**src/rtl/xdata_router.sv**
```systemverilog
module xdata_router #(
  parameter int PAGE_BYTES   = 256,
  parameter int RAM_AW       = 10,
  parameter int STROBE_SHORT = 6,
  parameter int STROBE_LONG  = 30
) (
  input  logic              clk,
  input  logic              rst_n,
  input  logic              req_valid,
  input  logic              req_write,
  input  logic              req_wide,
  input  logic [15:0]       req_addr,
  input  logic [7:0]        req_wdata,
  input  logic              cfg_ext_only,
  input  logic [1:0]        cfg_size,
  input  logic              cfg_stretch,
  output logic              ram_en,
  output logic              ram_we,
  output logic [RAM_AW-1:0] ram_addr,
  output logic [7:0]        ram_wdata,
  input  logic [7:0]        ram_rdata,
  output logic [7:0]        ad_out,
  output logic              ad_oe,
  input  logic [7:0]        ad_in,
  output logic [7:0]        hi_addr,
  output logic              hi_oe,
  output logic              ale,
  output logic              wr_n,
  output logic              rd_n,
  output logic [7:0]        rdata,
  output logic              done,
  output logic              busy
);
  localparam int CNT_W = $clog2(STROBE_LONG + 1);

  typedef enum logic [2:0] {S_IDLE, S_INT, S_ALE, S_STRB, S_FIN} state_t;

  state_t            st;
  logic              wr_q, wide_q, int_q, str_q;
  logic [RAM_AW-1:0] ram_q;
  logic [7:0]        wdata_q, rd_q, ad_q, hi_q;
  logic [CNT_W-1:0]  cnt;

  logic [16:0] vis_limit;
  logic        go_int, accept, strb;

  assign vis_limit = ({15'd0, cfg_size} + 17'd1) * 17'(PAGE_BYTES);
  assign go_int    = !cfg_ext_only && (!req_wide || ({1'b0, req_addr} < vis_limit));
  assign accept    = req_valid && (st == S_IDLE);
  assign strb      = (st == S_STRB);

  always_ff @(posedge clk or negedge rst_n) begin
    if (!rst_n) begin
      st      <= S_IDLE;
      wr_q    <= 1'b0;
      wide_q  <= 1'b0;
      int_q   <= 1'b0;
      str_q   <= 1'b0;
      ram_q   <= '0;
      wdata_q <= '0;
      rd_q    <= '0;
      ad_q    <= '0;
      hi_q    <= '0;
      cnt     <= '0;
    end else begin
      case (st)
        S_IDLE: if (accept) begin
          wr_q    <= req_write;
          wide_q  <= req_wide;
          int_q   <= go_int;
          str_q   <= cfg_stretch;
          wdata_q <= req_wdata;
          ram_q   <= req_wide ? req_addr[RAM_AW-1:0] : RAM_AW'(req_addr[7:0]);
          if (go_int) begin
            st <= S_INT;
          end else begin
            st   <= S_ALE;
            ad_q <= req_addr[7:0];
            if (req_wide) hi_q <= req_addr[15:8];
          end
        end
        S_INT: st <= S_FIN;
        S_ALE: begin
          if (wr_q) ad_q <= wdata_q;
          cnt <= str_q ? CNT_W'(STROBE_LONG - 1) : CNT_W'(STROBE_SHORT - 1);
          st  <= S_STRB;
        end
        S_STRB: begin
          if (cnt == '0) begin
            if (!wr_q) rd_q <= ad_in;
            st <= S_FIN;
          end else begin
            cnt <= cnt - 1'b1;
          end
        end
        default: st <= S_IDLE;
      endcase
    end
  end

  assign ram_en    = (st == S_INT);
  assign ram_we    = ram_en && wr_q;
  assign ram_addr  = ram_q;
  assign ram_wdata = wdata_q;

  assign ale     = (st == S_ALE);
  assign ad_out  = ad_q;
  assign ad_oe   = ale || (strb && wr_q);
  assign hi_addr = hi_q;
  assign hi_oe   = wide_q && (ale || strb);
  assign wr_n    = !(strb && wr_q);
  assign rd_n    = !(strb && !wr_q);

  assign done  = (st == S_FIN);
  assign rdata = int_q ? ram_rdata : rd_q;
  assign busy  = (st != S_IDLE);
endmodule

```
**config.mk**
```make
export PLATFORM = sky130hd
export DESIGN_NAME = xdata_router
export DESIGN_NICKNAME = d
export VERILOG_FILES = /design/src/rtl/xdata_router.sv
export SDC_FILE = /design/constraint.sdc
export NUM_CORES = 1
export LEC_CHECK = 0
export CAP_MARGIN = 20
export CORE_ASPECT_RATIO = 1.25
export CORE_MARGIN = 3
export CORE_UTILIZATION = 40
export DETAILED_ROUTE_END_ITERATION = 7
export HOLD_SLACK_MARGIN = 0.08
export MAX_ROUTING_LAYER = met4
export PLACE_DENSITY = 0.71
export REMOVE_ABC_BUFFERS = 1
export SYNTH_ARGS = -nofsm -noshare
export SYNTH_HDL_FRONTEND = slang
export SYNTH_SLANG_ARGS = --single-unit
```
**constraint.sdc**
```tcl
create_clock -name clk -period 2.38 [get_ports clk]
set_clock_uncertainty 0.05 [all_clocks]
set_input_delay 0.357 -clock clk [delete_from_list [all_inputs] [get_ports clk]]
set_output_delay 0.357 -clock clk [all_outputs]
set_load 0.01 [all_outputs]
```
==> flow_summary.yaml, run 1 <==
run_status:
  run_status: "complete, no violations"
setup_path:
  slowest_stage: "clkdlybuf4s50_1"
  crit_family: "buffers and inverters"
  crit_fanout: 8
  crit_start: "cfg_size[0]"
  worstReg2RegEnd: "rd_q[0]"
  arrival_ns: 2.41
  start_kind: "input port"
  r2r-start: "cnt[0]"
  worstPathRequired_ns: 2.52
  r2r_setup_slack_ns: 0.18
  path_depth: 9
  r2r_cells: 5
  cp_num_buf_inv: 3
  worstSetupEndpointType: "flop"
  crit_top_cell: "ha_1"
  critPathMaxStageDelay_ns: 0.44
  worstPathCellList: "clkdlybuf4s50_1, ha_1, inv_1, ha_1, o21ai_1, o211ai_1, a21o_1, buf_12, mux2_2"
  critPathKind: "input port to flop"
  endpoint: "ad_out[3]"
timing:
  hold_ws_ns: 0.4416
  max_freq_mhz: 440.3
  max-slew-margin-rel_pct: 61.37
  setup_ws_ns: 0.1086
  maxSlewViolCount: 0
  setup_viol: 0
  fin_crit_sh_pct: 95.44
  period_minus_slack_ns: 2.271
  rsz0062_at_grt: "no"
  worst_pin_slew_ns: 0.5795
  hold_viol: 0
clock_network:
  cts_buffers: 5
  cts_root_buf: "clkbuf_8"
  cts_num_sinks: 54
  clk_path_buf_depth: 2
  htreeDepth: 2
  cts_tree: "yes"
  clk_latency_ns: 0.30
  cts_setup_buffers: 0
  clk_pin_slew_worst_paths_ns: 0.09
detailed_routing:
  routed_wl_um: 5840
  vias: 1875
  post-route-drc-count: 0
  drt_first_pass_iters: 4
  wl_per_cell_um: 15.05
  ant_nets: 0
  viasPerCell: 4.832
  drtIter0Drc: 73
floorplan:
  die_w_um: 77.87
  io-pin-count: 100
  initial_utilization_pct: 41.61
  rows: 32
  core-area_um2: 6206
  design.die.area_um2: 7462
  die_h_um: 95.84
synthesis:
  avgSynthCellArea_um2: 13.31
  synth.cell_area_um2: 2582
  yosys_register_bits: 54
  synth_cell_type_count: 40
  syn_inst: 194
  async_flop_share_pct: 100.0
  synth_edf_count: 0
  ys_seq_area_share_pct: 52.33
  yosysWarnings: 0
  synth_top_flop_cell: "dfrtp_1"
grt:
  grt_pass1_vias: 2014
  grt_max_degree: 31
  grtUsageTotal_pct: 17.22
  grt_overflow_total: 0
  antenna_found_initial: 0
  grt_pass1_wl_um: 9811
pwr:
  p_leak_nw: 1.648
  ir_drop_mv: 0.6958
  p_per_area_nw_per_um2: 1238
layout:
  nNetsFinal: 356
  fill_cells: 513
  antenna_cells: 0
  drive_gt1_share_pct: 28.05
  area_growth_pct: 48.79
place:
  numPortBuffers: 99
  hpwl_um: 4571
  gp_congestion: 0.7650
  dpl_worst_slack_ns: -0.2046
job:
  maxCapViolations: 0
hold_path:
  hold_class: "flop to flop"
## per-layer routing
layer / part of all wire (%) / GRT usage, % / vias to the layer above
li1: - / - / 904
met1: 39 / 20.18 / 910
met2: 54 / 29.64 / 55
met3: 5.7 / 4.120 / 6
met4: 1.2 / 4.896 / 0
met5: 0 / - / -
## tightest hold or removal path, cell delays in order, from the launching register on
cell     delay [ns]
dfrtp_1        0.35
nand2_1        0.04
o21ai_0        0.06
## kinds of logic (layout without fill, tap and decap cells)
kind of cell	after synthesis	in the layout	synth area share, %
flops	54	54	52.33
simple gates	36	36	7.849
mux	63	63	28.54
compound gates	21	21	5.572
buf+inv	15	124	3.295
fa+ha+maj	5	5	2.422
## state kept, by name (all words and copies together) (netlist names)
name,flops
int_q,1
hi_addr,8
ram_addr,10
str_q,1
wide_q,1
cnt,5
ad_out,8
ram_wdata,8
st,3
wr_q,1
rd_q,8
## metrics by stage
step	total power [mW]	cells	area, um2	util [%]	TNS [ns]
finish	4.758	388	3842	61.92	0
global route	5.106	388	3842	61.92	0
detailed placement	4.204	379	3712	59.82	-3.121
floorplan	2.887	185	2520	-	0
global placement	4.155	379	3712	59.82	-2.792
CTS	4.831	388	3832	61.75	0
## cell usage after synthesis, types with 2 or more instances
cell type / number / area [um2]
a211oi_1: 3 / 22.52
a21oi_1: 4 / 20.02
and2_1: 2 / 12.51
buf_2: 2 / 10.01
buf_6: 3 / 33.78
clkbuf_1: 3 / 11.26
dfrtp_1: 54 / 1351
ha_1: 5 / 62.56
inv_1: 6 / 22.52
mux2_2: 52 / 585.6
mux2_4: 8 / 120.1
mux2i_1: 2 / 20.02
nand2_1: 10 / 37.54
nand2b_1: 2 / 12.51
nor2_1: 6 / 22.52
nor3_1: 2 / 10.01
o21ai_0: 6 / 30.03
or3_1: 2 / 12.51
## worst min-delay path by stage
stage | start | endpoint | slack (ns) | cells past startpoint
2_1_floorplan | rst_n | ad_out[0] | 0.01 | 0
3_3_place_gp | rst_n | hi_addr[2] | 0.34 | 1
3_5_place_dp | rst_n | hi_addr[2] | 0.35 | 1
4_1_cts | ram_addr[8] | ram_addr[8] | 0.45 | 2
5_1_grt | ram_addr[3] | ram_addr[3] | 0.48 | 1
6_report | ram_addr[8] | ram_addr[8] | 0.44 | 2
## report_power, final
group | internal [mW] | leakage, nW | total (mW) | switching [mW]
clock network | 0.314 | 0.0514 | 0.599 | 0.285
registers | 1.38 | 0.646 | 1.70 | 0.327
logic | 1.57 | 0.951 | 2.46 | 0.888
## layout make-up
type | instances | area, um2 | share of cell area [%]
multi-input cells | 125 | 1151 | 29.96
well taps | 85 | 106.4 | 2.768
flip-flops and latches | 54 | 1353 | 35.20
repair buffers | 110 | 1100 | 28.62
inverters | 6 | 22.52 | 0.5861
clock inverters | 2 | 37.54 | 0.9769
clock buffers | 6 | 72.57 | 1.889
## cells in the final DEF, fill, tap and decap left out, drive strengths merged, types with 2 or more instances in the layout
cell type and count:
inv 6, o21ai 6, ha 5, mux2i 2, nand2 10, a211oi 3, nor2 6, or3 2
clkbuf 6, nor3 3, and2 2, nand2b 2, dfrtp 54, buf 11, clkdlybuf4s50 98, mux2 61
a21oi 4
## what timing repair did
item / 4_1_cts / 5_1_grt
hold endpoints to repair: 24 / 0
hold buffers: 1 / 0
resized for setup: 0 / 4
endpoints found under the setup margin: 0 / 12
Power figures use the tool's default switching activity.
==> run 2: changes to the inputs <==
Settings changed: CAP_MARGIN 20 to not set.
==> results of run 2 <==
No change in the layout: final DEF, timing and power equal those of run 1.
